--- config.mk ---
export PLATFORM = sky130hd
export DESIGN_NAME = snd_tick_irq
export DESIGN_NICKNAME = d
export VERILOG_FILES = /design/src/rtl/snd_tick_pkg.sv /design/src/rtl/snd_tick_timer.sv /design/src/rtl/snd_clr_divider.sv /design/src/rtl/snd_evt_arbiter.sv /design/src/rtl/snd_tick_irq.sv
export SDC_FILE = /design/constraint.sdc
export NUM_CORES = 1
export LEC_CHECK = 0
export CAP_MARGIN = 5
export CORE_ASPECT_RATIO = 1.75
export CORE_MARGIN = 5
export CORE_UTILIZATION = 35
export DETAILED_ROUTE_END_ITERATION = 8
export GPL_TIMING_DRIVEN = 0
export HOLD_SLACK_MARGIN = 0.1
export PLACE_DENSITY = 0.57
export SYNTH_ARGS = -nofsm -noshare
export SYNTH_HDL_FRONTEND = slang
export SYNTH_SLANG_ARGS = --single-unit
--- constraint.sdc ---
create_clock -name clk -period 0.8 [get_ports clk]
set_input_delay 0.2 -clock clk [delete_from_list [all_inputs] [get_ports clk]]
set_output_delay 0.2 -clock clk [all_outputs]
set_load 0.05 [all_outputs]
--- src/rtl/snd_tick_pkg.sv ---
package snd_tick_pkg;

  typedef enum logic {
    SEL_TIMER = 1'b0,
    SEL_CTRL  = 1'b1
  } reg_sel_e;

endpackage

--- src/rtl/snd_tick_timer.sv ---
module snd_tick_timer
  import snd_tick_pkg::*;
#(
  parameter int TMR_W  = 8,
  parameter int EN_BIT = 6
) (
  input  logic             clk,
  input  logic             rst_n,
  input  logic             tick_i,
  input  logic             reg_wr_i,
  input  logic             reg_sel_i,
  input  logic [TMR_W-1:0] reg_wdata_i,
  output logic [TMR_W-1:0] timer_o,
  output logic             wrap_o
);

  localparam logic [TMR_W-1:0] TMR_MAX = {TMR_W{1'b1}};

  logic [TMR_W-1:0] tmr_q, tmr_d;
  logic             en_q, en_d;
  logic             wr_tmr, wr_ctl, step, tmr_ce;

  always_comb begin
    wr_tmr = reg_wr_i && (reg_sel_e'(reg_sel_i) == SEL_TIMER);
    wr_ctl = reg_wr_i && (reg_sel_e'(reg_sel_i) == SEL_CTRL);
    step   = tick_i && en_q;
    tmr_ce = wr_tmr || step;
    wrap_o = step && !wr_tmr && (tmr_q == TMR_MAX);
    if (wr_tmr) tmr_d = reg_wdata_i;
    else        tmr_d = tmr_q + {{(TMR_W-1){1'b0}}, 1'b1};
    en_d = reg_wdata_i[EN_BIT];
  end

  always_ff @(posedge clk or negedge rst_n) begin
    if (!rst_n) begin
      tmr_q <= '0;
    end else if (tmr_ce) begin
      tmr_q <= tmr_d;
    end
  end

  always_ff @(posedge clk or negedge rst_n) begin
    if (!rst_n) begin
      en_q <= 1'b0;
    end else if (wr_ctl) begin
      en_q <= en_d;
    end
  end

  assign timer_o = tmr_q;

  // counted tick advances by one
  p_tick_step_r2: assert property (@(posedge clk) disable iff (!rst_n)
    (tick_i && en_q && !wr_tmr) |=> (timer_o == $past(timer_o) + 1'b1));

  // without a counted tick or write the timer holds
  p_tick_hold_r2: assert property (@(posedge clk) disable iff (!rst_n)
    (!(tick_i && en_q) && !wr_tmr) |=> $stable(timer_o));

  // a wrap leaves the timer at zero
  p_wrap_zero_r3: assert property (@(posedge clk) disable iff (!rst_n)
    wrap_o |=> (timer_o == '0));

  // software write wins
  p_write_wins_r4: assert property (@(posedge clk) disable iff (!rst_n)
    wr_tmr |=> (timer_o == $past(reg_wdata_i)));

endmodule

--- src/rtl/snd_clr_divider.sv ---
module snd_clr_divider #(
  parameter int CLR_WRITES = 4
) (
  input  logic clk,
  input  logic rst_n,
  input  logic clr_wr_i,
  output logic fire_o
);

  localparam int CNT_W = (CLR_WRITES > 2) ? $clog2(CLR_WRITES) : 1;
  localparam logic [CNT_W-1:0] CNT_LAST = CNT_W'(CLR_WRITES - 1);

  logic [CNT_W-1:0] cnt_q, cnt_d;

  always_comb begin
    fire_o = clr_wr_i && (cnt_q == CNT_LAST);
    if (cnt_q == CNT_LAST) cnt_d = '0;
    else                   cnt_d = cnt_q + {{(CNT_W-1){1'b0}}, 1'b1};
  end

  always_ff @(posedge clk or negedge rst_n) begin
    if (!rst_n) begin
      cnt_q <= '0;
    end else if (clr_wr_i) begin
      cnt_q <= cnt_d;
    end
  end

  // a completed group restarts the count
  p_group_restart_r7: assert property (@(posedge clk) disable iff (!rst_n)
    fire_o |=> (cnt_q == '0));

  // idle cycles keep the count
  p_count_hold_r7: assert property (@(posedge clk) disable iff (!rst_n)
    !clr_wr_i |=> $stable(cnt_q));

endmodule

--- src/rtl/snd_evt_arbiter.sv ---
module snd_evt_arbiter #(
  parameter int NUM_EVT   = 8,
  parameter int RESET_EVT = 2,
  localparam int IDX_W    = $clog2(NUM_EVT)
) (
  input  logic               clk,
  input  logic               rst_n,
  input  logic [NUM_EVT-1:0] req_i,
  input  logic               clr_fire_i,
  output logic [IDX_W-1:0]   idx_o,
  output logic               fiq_o
);

  localparam logic [NUM_EVT-1:0] MASK_RST = NUM_EVT'(1) << RESET_EVT;
  localparam logic [IDX_W-1:0]   IDX_RST  = IDX_W'(RESET_EVT);

  logic [NUM_EVT-1:0] mask_q, mask_d, mask_cl, low_bit;
  logic [IDX_W-1:0]   idx_q, idx_d, idx_cl;
  logic               fiq_q, fiq_d;
  logic               upd;

  // clear stage: acts on the stored mask
  always_comb begin
    low_bit = mask_q & (~mask_q + {{(NUM_EVT-1){1'b0}}, 1'b1});
    mask_cl = clr_fire_i ? (mask_q & ~low_bit) : mask_q;
    idx_cl  = idx_q;
    if (clr_fire_i && (mask_cl != '0)) begin
      for (int i = NUM_EVT - 1; i >= 0; i--) begin
        if (mask_cl[i]) idx_cl = IDX_W'(i);
      end
    end
  end

  // merge stage: new events applied lowest number first
  always_comb begin
    idx_d = idx_cl;
    for (int i = 0; i < NUM_EVT; i++) begin
      if (req_i[i] && ((idx_d == '0) || (IDX_W'(i) < idx_d))) idx_d = IDX_W'(i);
    end
    mask_d = mask_cl | req_i;
    if ((mask_cl == '0) && (req_i != '0))      fiq_d = 1'b1;
    else if (clr_fire_i && (mask_cl == '0))    fiq_d = 1'b0;
    else                                       fiq_d = fiq_q;
    upd = clr_fire_i || (req_i != '0);
  end

  always_ff @(posedge clk or negedge rst_n) begin
    if (!rst_n) begin
      mask_q <= MASK_RST;
      idx_q  <= IDX_RST;
      fiq_q  <= 1'b1;
    end else if (upd) begin
      mask_q <= mask_d;
      idx_q  <= idx_d;
      fiq_q  <= fiq_d;
    end
  end

  assign idx_o = idx_q;
  assign fiq_o = fiq_q;

  // interrupt line tracks a non-empty mask
  p_fiq_tracks_mask_r6: assert property (@(posedge clk) disable iff (!rst_n)
    fiq_o == (mask_q != '0));

  // a clear with no new request retires exactly one event
  p_clear_retires_one_r8: assert property (@(posedge clk) disable iff (!rst_n)
    (clr_fire_i && (req_i == '0) && (mask_q != '0))
      |=> ($countones(mask_q) == $countones($past(mask_q)) - 1));

  // the line only falls after a clear
  p_fiq_fall_on_clear_r9: assert property (@(posedge clk) disable iff (!rst_n)
    $fell(fiq_o) |-> $past(clr_fire_i));

  // a request arriving with a clear keeps the line high
  p_merge_after_clear_r10: assert property (@(posedge clk) disable iff (!rst_n)
    (clr_fire_i && (req_i != '0)) |=> fiq_o);

endmodule

--- src/rtl/snd_tick_irq.sv ---
module snd_tick_irq #(
  parameter int TMR_W      = 8,
  parameter int EN_BIT     = 6,
  parameter int NUM_EVT    = 8,
  parameter int TIMER_EVT  = 2,
  parameter int RESET_EVT  = 2,
  parameter int CLR_WRITES = 4,
  localparam int IDX_W     = $clog2(NUM_EVT)
) (
  input  logic               clk,
  input  logic               rst_n,
  input  logic               tick_i,
  input  logic               reg_wr_i,
  input  logic               reg_sel_i,
  input  logic [TMR_W-1:0]   reg_wdata_i,
  input  logic [NUM_EVT-1:0] evt_req_i,
  input  logic               clr_wr_i,
  output logic [TMR_W-1:0]   timer_o,
  output logic [IDX_W-1:0]   evt_idx_o,
  output logic               fiq_o
);

  logic [1:0]         rst_sync_q;
  logic               rst_n_int;
  logic               wrap;
  logic               clr_fire;
  logic [NUM_EVT-1:0] req_all;

  always_ff @(posedge clk or negedge rst_n) begin
    if (!rst_n) rst_sync_q <= 2'b00;
    else        rst_sync_q <= {rst_sync_q[0], 1'b1};
  end
  assign rst_n_int = rst_sync_q[1];

  snd_tick_timer #(
    .TMR_W (TMR_W),
    .EN_BIT(EN_BIT)
  ) u_timer (
    .clk        (clk),
    .rst_n      (rst_n_int),
    .tick_i     (tick_i),
    .reg_wr_i   (reg_wr_i),
    .reg_sel_i  (reg_sel_i),
    .reg_wdata_i(reg_wdata_i),
    .timer_o    (timer_o),
    .wrap_o     (wrap)
  );

  snd_clr_divider #(
    .CLR_WRITES(CLR_WRITES)
  ) u_clr (
    .clk     (clk),
    .rst_n   (rst_n_int),
    .clr_wr_i(clr_wr_i),
    .fire_o  (clr_fire)
  );

  for (genvar g = 0; g < NUM_EVT; g++) begin : g_req
    if (g == TIMER_EVT) begin : g_tmr
      assign req_all[g] = evt_req_i[g] | wrap;
    end else begin : g_ext
      assign req_all[g] = evt_req_i[g];
    end
  end

  snd_evt_arbiter #(
    .NUM_EVT  (NUM_EVT),
    .RESET_EVT(RESET_EVT)
  ) u_arb (
    .clk       (clk),
    .rst_n     (rst_n_int),
    .req_i     (req_all),
    .clr_fire_i(clr_fire),
    .idx_o     (evt_idx_o),
    .fiq_o     (fiq_o)
  );

endmodule

# Yosys cells after proc, flatten, opt, wreduce, memory -nomap -nowiden
# Index checks and enable logic that the tools add are counted.
[totals] wordCells=90 in_bits=22 ff_bits=25 out_inout_bits=12
[classes] n_reduce_logical=41 order_cmp=8 muxes=22 add_sub_neg=3 bitwise=7 eq_ne=2
[op_table] operator="two-way mux 3 bit" n=17
[op_table] operator="logical NOT 3 bit" n=8
[op_table] operator="logical AND 1 bit" n=17
[op_table] operator="adder 8 x 1 -> 8 bit (second input constant)" n=2
[op_table] operator="bitwise AND 8 bit" n=2
[op_table] operator="two-way mux 8 bit" n=2
[op_table] operator="inverter 8 bit" n=2
[op_table] operator="nonzero test 8 bit" n=2
[op_table] operator="less-than comparator 3 bit (first input constant)" n=4
[op_table] operator="logical OR 1 bit" n=10
[op_table] operator="== test 8 bit (second input constant)" n=1
[op_table] operator="logical NOT 8 bit" n=1
[op_table] operator="bitwise OR 8 bit" n=1
[op_table] operator="less-than comparator 1 x 3 -> 1 bit (first input constant)" n=2
[op_table] operator="less-than comparator 2 x 3 -> 1 bit (first input constant)" n=2
[op_table] operator="adder 2 x 1 -> 2 bit (second input constant)" n=1
[op_table] operator="== test 2 bit (second input constant)" n=1
[op_table] operator="two-way mux 1 bit" n=2
[op_table] operator="two-way mux 2 bit" n=1
[op_table] operator="AND reduction 2 bit" n=1
[op_table] operator="nonzero test 2 bit" n=1
[op_table] operator="logical NOT 1 bit" n=1
[op_table] operator="inverter 1 bit" n=1
[op_table] operator="bitwise OR 1 bit" n=1

# Logic depth before layout (Yosys ltp)
[logic_depth] word_depth=47 mapped_depth=12 ltp_nobuf=10

# Hierarchy
# A second synthesis with hierarchy kept.
[unflattened] cells_unflattened=204 hier_area_um2=1781.7
[modules_own_cells] mod="snd_evt_arbiter" seq_area_each_um2=304.0 area_each_um2=1137.3 cells_each=139 n_inst=1
[modules_own_cells] mod="snd_tick_timer" seq_area_each_um2=225.2 area_each_um2=488.0 cells_each=54 n_inst=1
[modules_own_cells] mod="snd_clr_divider" seq_area_each_um2=50.0 area_each_um2=96.3 cells_each=7 n_inst=1
[modules_own_cells] mod="snd_tick_irq" seq_area_each_um2=50.0 area_each_um2=60.1 cells_each=4 n_inst=1

# Least setup slack after synthesis
# No wires, ideal clock.
[synth_path] kind="register to register" startpoint="reg u_clr.cnt_q[0]" endpoint="reg u_arb.idx_q[0], in the netlist u_arb.idx_o[0]" n_path_buf=1 arrival_ns=2.921 path_stages_with_launch=12 synth_period_minus_slack_ns=3.006 path_slack_ns=-2.206 required_time_ns=0.714 setup_ns=0.086 cell_sequence="dfrtp_1 ha_1 nand4bb_1 buf_2 nand2_1 a211o_2 a31oi_1 mux2i_4 or4b_4 a21bo_1 a22o_1 a32oi_1"
[synth_between] elab_chain_cells=44 word_cells_on_any_way=55 classes_between="order compare: 8; eq/ne: 1; mux: 18; reduce/logical: 28"
[synth_lines] item="start: declaration" line="snd_clr_divider.sv:13" source="logic [CNT_W-1:0] cnt_q, cnt_d;"
[synth_lines] item="start signal: assignment" line="snd_clr_divider.sv:25" source="cnt_q <= cnt_d;"
[synth_lines] item="== test 2 bit *" line="snd_clr_divider.sv:16" source="fire_o = clr_wr_i && (cnt_q == CNT_LAST);"
[synth_lines] item="logical AND 1 bit *" line="snd_clr_divider.sv:16"
[synth_lines] item="two-way mux 8 bit" line="snd_evt_arbiter.sv:25" source="mask_cl = clr_fire_i ? (mask_q & ~low_bit) : mask_q;"
[synth_lines] item="two-way mux 3 bit (8 in series)" line="snd_evt_arbiter.sv:29" source="if (mask_cl[i]) idx_cl = IDX_W'(i);"
[synth_lines] item="two-way mux 3 bit" line="snd_evt_arbiter.sv:27" source="if (clr_fire_i && (mask_cl != '0)) begin"
[synth_lines] item="less-than comparator 1 x 3 -> 1 bit or logical NOT 3 bit (tied branches)" line="snd_evt_arbiter.sv:38" source="if (req_i[i] && ((idx_d == '0) || (IDX_W'(i) < idx_d))) idx_d = IDX_W'(i);"
[synth_lines] item="logical OR 1 bit" line="snd_evt_arbiter.sv:38"
[synth_lines] item="logical AND 1 bit" line="snd_evt_arbiter.sv:38"
[synth_lines] item="[21 not listed]"
[synth_lines] item="less-than comparator 3 bit or logical NOT 3 bit (tied branches)" line="snd_evt_arbiter.sv:38"
[synth_lines] item="logical OR 1 bit" line="snd_evt_arbiter.sv:38"
[synth_lines] item="logical AND 1 bit" line="snd_evt_arbiter.sv:38"
[synth_lines] item="two-way mux 3 bit" line="snd_evt_arbiter.sv:38"
[synth_lines] item="less-than comparator 3 bit or logical NOT 3 bit (tied branches)" line="snd_evt_arbiter.sv:38"
[synth_lines] item="logical OR 1 bit" line="snd_evt_arbiter.sv:38"
[synth_lines] item="logical AND 1 bit" line="snd_evt_arbiter.sv:38"
[synth_lines] item="two-way mux 3 bit" line="snd_evt_arbiter.sv:38"
[synth_lines] item="end signal: assignment" line="snd_evt_arbiter.sv:54" source="idx_q <= idx_d;"
[synth_lines] item="end: declaration" line="snd_evt_arbiter.sv:18" source="logic [IDX_W-1:0] idx_q, idx_d, idx_cl;"
# Mark *: on every way between the ends. The rest lies on a longest branch, timed or not.
# A chain may end at the register's enable or synchronous reset.

# Worst setup path in the final report
[layout_path] startpoint="reg u_arb.mask_q[3]" endpoint="reg u_arb.idx_q[0], in the netlist u_arb.idx_o[0]"
[layout_between] elab_chain_cells=47 word_cells_on_any_way=57 classes_between="add/sub: 1; order compare: 8; mux: 18; bitwise: 4; reduce/logical: 26"
[layout_lines] item="start: declaration" line="snd_evt_arbiter.sv:17" source="logic [NUM_EVT-1:0] mask_q, mask_d, mask_cl, low_bit;"
[layout_lines] item="start signal: assignment" line="snd_evt_arbiter.sv:53" source="mask_q <= mask_d;"
[layout_lines] item="inverter 8 bit" line="snd_evt_arbiter.sv:24" source="low_bit = mask_q & (~mask_q + {{(NUM_EVT-1){1'b0}}, 1'b1});"
[layout_lines] item="adder 8 x 1 -> 8 bit" line="snd_evt_arbiter.sv:24"
[layout_lines] item="bitwise AND 8 bit" line="snd_evt_arbiter.sv:24"
[layout_lines] item="inverter 8 bit" line="snd_evt_arbiter.sv:25"
[layout_lines] item="bitwise AND 8 bit" line="snd_evt_arbiter.sv:25"
[layout_lines] item="two-way mux 8 bit *" line="snd_evt_arbiter.sv:25"
[layout_lines] item="two-way mux 3 bit (8 in series)" line="snd_evt_arbiter.sv:29"
[layout_lines] item="two-way mux 3 bit *" line="snd_evt_arbiter.sv:27"
[layout_lines] item="[24 not listed]"
[layout_lines] item="less-than comparator 3 bit or logical NOT 3 bit (tied branches)" line="snd_evt_arbiter.sv:38"
[layout_lines] item="logical OR 1 bit" line="snd_evt_arbiter.sv:38"
[layout_lines] item="logical AND 1 bit" line="snd_evt_arbiter.sv:38"
[layout_lines] item="two-way mux 3 bit *" line="snd_evt_arbiter.sv:38"
[layout_lines] item="less-than comparator 3 bit or logical NOT 3 bit (tied branches)" line="snd_evt_arbiter.sv:38"
[layout_lines] item="logical OR 1 bit" line="snd_evt_arbiter.sv:38"
[layout_lines] item="logical AND 1 bit" line="snd_evt_arbiter.sv:38"
[layout_lines] item="two-way mux 3 bit *" line="snd_evt_arbiter.sv:38"
# Marked as above.

==> flow_summary.json <==
{
  "outcome": "finished with violations",
  "violations": "setup timing",
  "synth_top_area_share_pct": 33.56,
  "vias_per_cell": 5.638,
  "synthArstFlopShare_pct": 100.0,
  "die_area_sq_mm": 0.006210,
  "gp_congestion": 0.8089,
  "port_buffers": 33,
  "cp_max_fo": 5,
  "slew_headroom_pct": 63.95,
  "yosysTopAreaCell": "dfrtp_1",
  "critPathRequiredTime_ps": 1000,
  "total_power_uw": 4976,
  "tritoncts": "done",
  "dieHeight_um": 100.6,
  "grt_pass1_vias": 1787,
  "criticalPathCategory": "register to register",
  "r2r_slack_ps": -2110,
  "max_freq_mhz": 344.2,
  "drtIter0Drc": 76,
  "pwr_density_cell_mw_per_mm2": 1820,
  "grt_overflow": 0,
  "fin_crit_sh_pct": 363.2,
  "coreArea_sq_mm": 0.004624,
  "dpl_cell_area_sq_mm": 0.002195,
  "ios": 34,
  "die_w_um": 61.75,
  "met2_usage_pct": 32.36,
  "synthTopCellsByArea": "dfrtp_1 34%, o21ai_0 5.5%, dfstp_2 4.8%",
  "postRouteAntennaNets": 0,
  "clock_sinks": 25,
  "min_period_ps": 2906,
  "slew_viol_final": 0,
  "ys_ff_latch": 25,
  "drt_first_pass_iters": 5,
  "wl_per_cell_um": 17.30,
  "synth-edff-count": 0,
  "grtUsageTotal_pct": 17.80,
  "maxCapViolations": 0,
  "fin_skew_ps": 15.68,
  "fillers": 414,
  "yosys-top-cells-count": "22 x dfrtp_1, 20 x nand2_1, 18 x o21ai_0",
  "cts_buffers": 3,
  "synth_cell_type_count": 56,
  "diodes": 0,
  "grtUsageMet3_pct": 2.051,
  "dpl.hpwl_mm": 3.482,
  "grt_start_max_net_pins": 24,
  "drc": 0,
  "arrival_ps": 3100,
  "totalWireLength_mm": 5.154,
  "area_delta_synth_final_pct": 66.67,
  "syn_inst": 180,
  "p_leak_uw": 0.001047,
  "tightest_slew_ps": 540.8,
  "timing.rr.end": "u_arb.idx_o[0]",
  "fin_setup_tns_ps": -18710,
  "cts_max_level": 1,
  "setup_viol": 35,
  "whs_ps": 245.2,
  "startpoint_type": "register",
  "cp-end-kind": "register",
  "netlist_area_sq_mm": 0.001640,
  "stdcell_area_sq_mm": 0.002734,
  "fin_ws_ps": -2106,
  "gr-max-usage-layer": "met2",
  "yosysMostFrequentCell": "dfrtp_1",
  "ys_seq_area_share_pct": 38.37,
  "yosys_most_used_dff": "dfrtp_1",
  "root_buffer": "clkbuf_8",
  "vias": 1680,
  "antenna_found_initial": 0,
  "hold_violations": 0,
  "start_util_pct": 35.47,
  "avgSynthCellArea_sq_um": 9.113,
  "reg2reg_from": "u_arb.mask_q[3]",
  "syn_nets": 204,
  "rsz0062_at_grt": "true",
  "hold_class": "register to async pin",
  "clk_latency_ps": 280,
  "rows": 33,
  "grt_pass1_wl_mm": 8.328,
  "clk_path_buf_depth": 2,
  "finalNetCount": 271,
  "path_clk_slew_ps": 100,
  "drive_gt1_share_pct": 45.93,
  "gr-usage-met1_pct": 18.91,
  "reg2reg_depth": 9,
  "ys.warnings.count": 0,
  "ir_drop_mv": 1.279
}
## through the flow
stage                     instances  utilization (%)  worst slack (ps)
after CTS                       292            56.63             -2126
after global routing            298            59.12             -2205
after global placement          265            47.46             -2538
after detailed placement        265            47.46             -2664
final                           298            59.12             -2106
after floorplan                 180                -             -2029
## repair_timing
item,in CTS,in global routing
setup buffers,24,6
hold buffers,1,0
endpoints found under the hold margin,2,0
gates cloned,1,0
pin swaps,23,11
setup endpoints to repair,58,35
resized for setup,135,15
## worst max-delay path by stage
stage | from | endpoint | slack [ps] | cells past startpoint
global route | u_clr.cnt_q[1] | u_arb.idx_o[0] | -2210 | 11
CTS | u_clr.cnt_q[1] | u_arb.idx_o[0] | -2130 | 11
floorplan | u_arb.mask_q[4] | u_arb.idx_o[0] | -2030 | 11
global placement | clr_wr_i | u_arb.idx_o[0] | -2540 | 11
finish | u_arb.mask_q[3] | u_arb.idx_o[0] | -2110 | 9
detailed placement | clr_wr_i | u_arb.idx_o[0] | -2660 | 11
## cells in the final DEF, fill, tap and decap left out, drive strengths merged, types with 6 or more instances in the layout
cell type	netlist	layout
buf	5	47
dfrtp	22	22
clkbuf	4	8
nor2	11	11
o21ai	18	18
xor2	6	6
clkdlybuf4s50	0	17
nand3	8	8
nand2	20	20
nand2b	9	9
## sequential cells by signal, summed over array words and instances (netlist names)
register	flops
u_arb.idx_o	3
rst_sync_q	2
u_timer.en_q	1
u_clr.cnt_q	2
u_arb.fiq_o	1
u_arb.mask_q	8
u_timer.timer_o	8
## kinds of logic (layout without fill, tap and decap cells)
logic type | Yosys count | count (layout) | synth area share, %
AND/OR/NAND/NOR | 79 | 79 | 26.93
AO/OA/AOI/OAI | 45 | 45 | 19.30
flip-flops | 25 | 25 | 38.37
buffers and inverters | 12 | 78 | 3.508
XOR/XNOR | 8 | 8 | 4.272
multiplexers | 6 | 6 | 4.653
adder cells (fa/ha/maj) | 4 | 4 | 2.746
other | 1 | 1 | 0.2286
## per-layer routing
metal	wire length, um	part of all wire (%)	up-vias
li1	-	-	791
met4	182	3.5	0
met3	193	3.7	13
met1	1882	37	820
met5	0	0	-
met2	2896	56	56
## worst max-delay path, stage by stage (launching register included)
cell and delay, ps:
dfrtp_1 420, or4_4 540, a211oi_2 240, a211o_4 180, a211o_1 170, a311oi_4 110
or4b_4 550, a21bo_1 200, a22o_1 210, a32oi_1 190
## power by group
part | total, uW | leakage [uW] | internal (uW) | switching [uW]
logic | 2450 | 0.000762 | 1260 | 1190
registers | 1740 | 0.000262 | 1480 | 253
clock network | 788 | 0.0000228 | 358 | 430
## area by class of cell
class	count	area [sq um]	area share [%]
plain buffers	6	70.07	2.563
clock buffers	4	45.04	1.648
inverters	3	11.26	0.4119
multi-input cells	143	1249	45.68
flip-flops and latches	25	644.4	23.57
well taps	52	65.06	2.380
repair buffers	65	649.4	23.75
No activity file was read; power rests on OpenSTA's default activity.
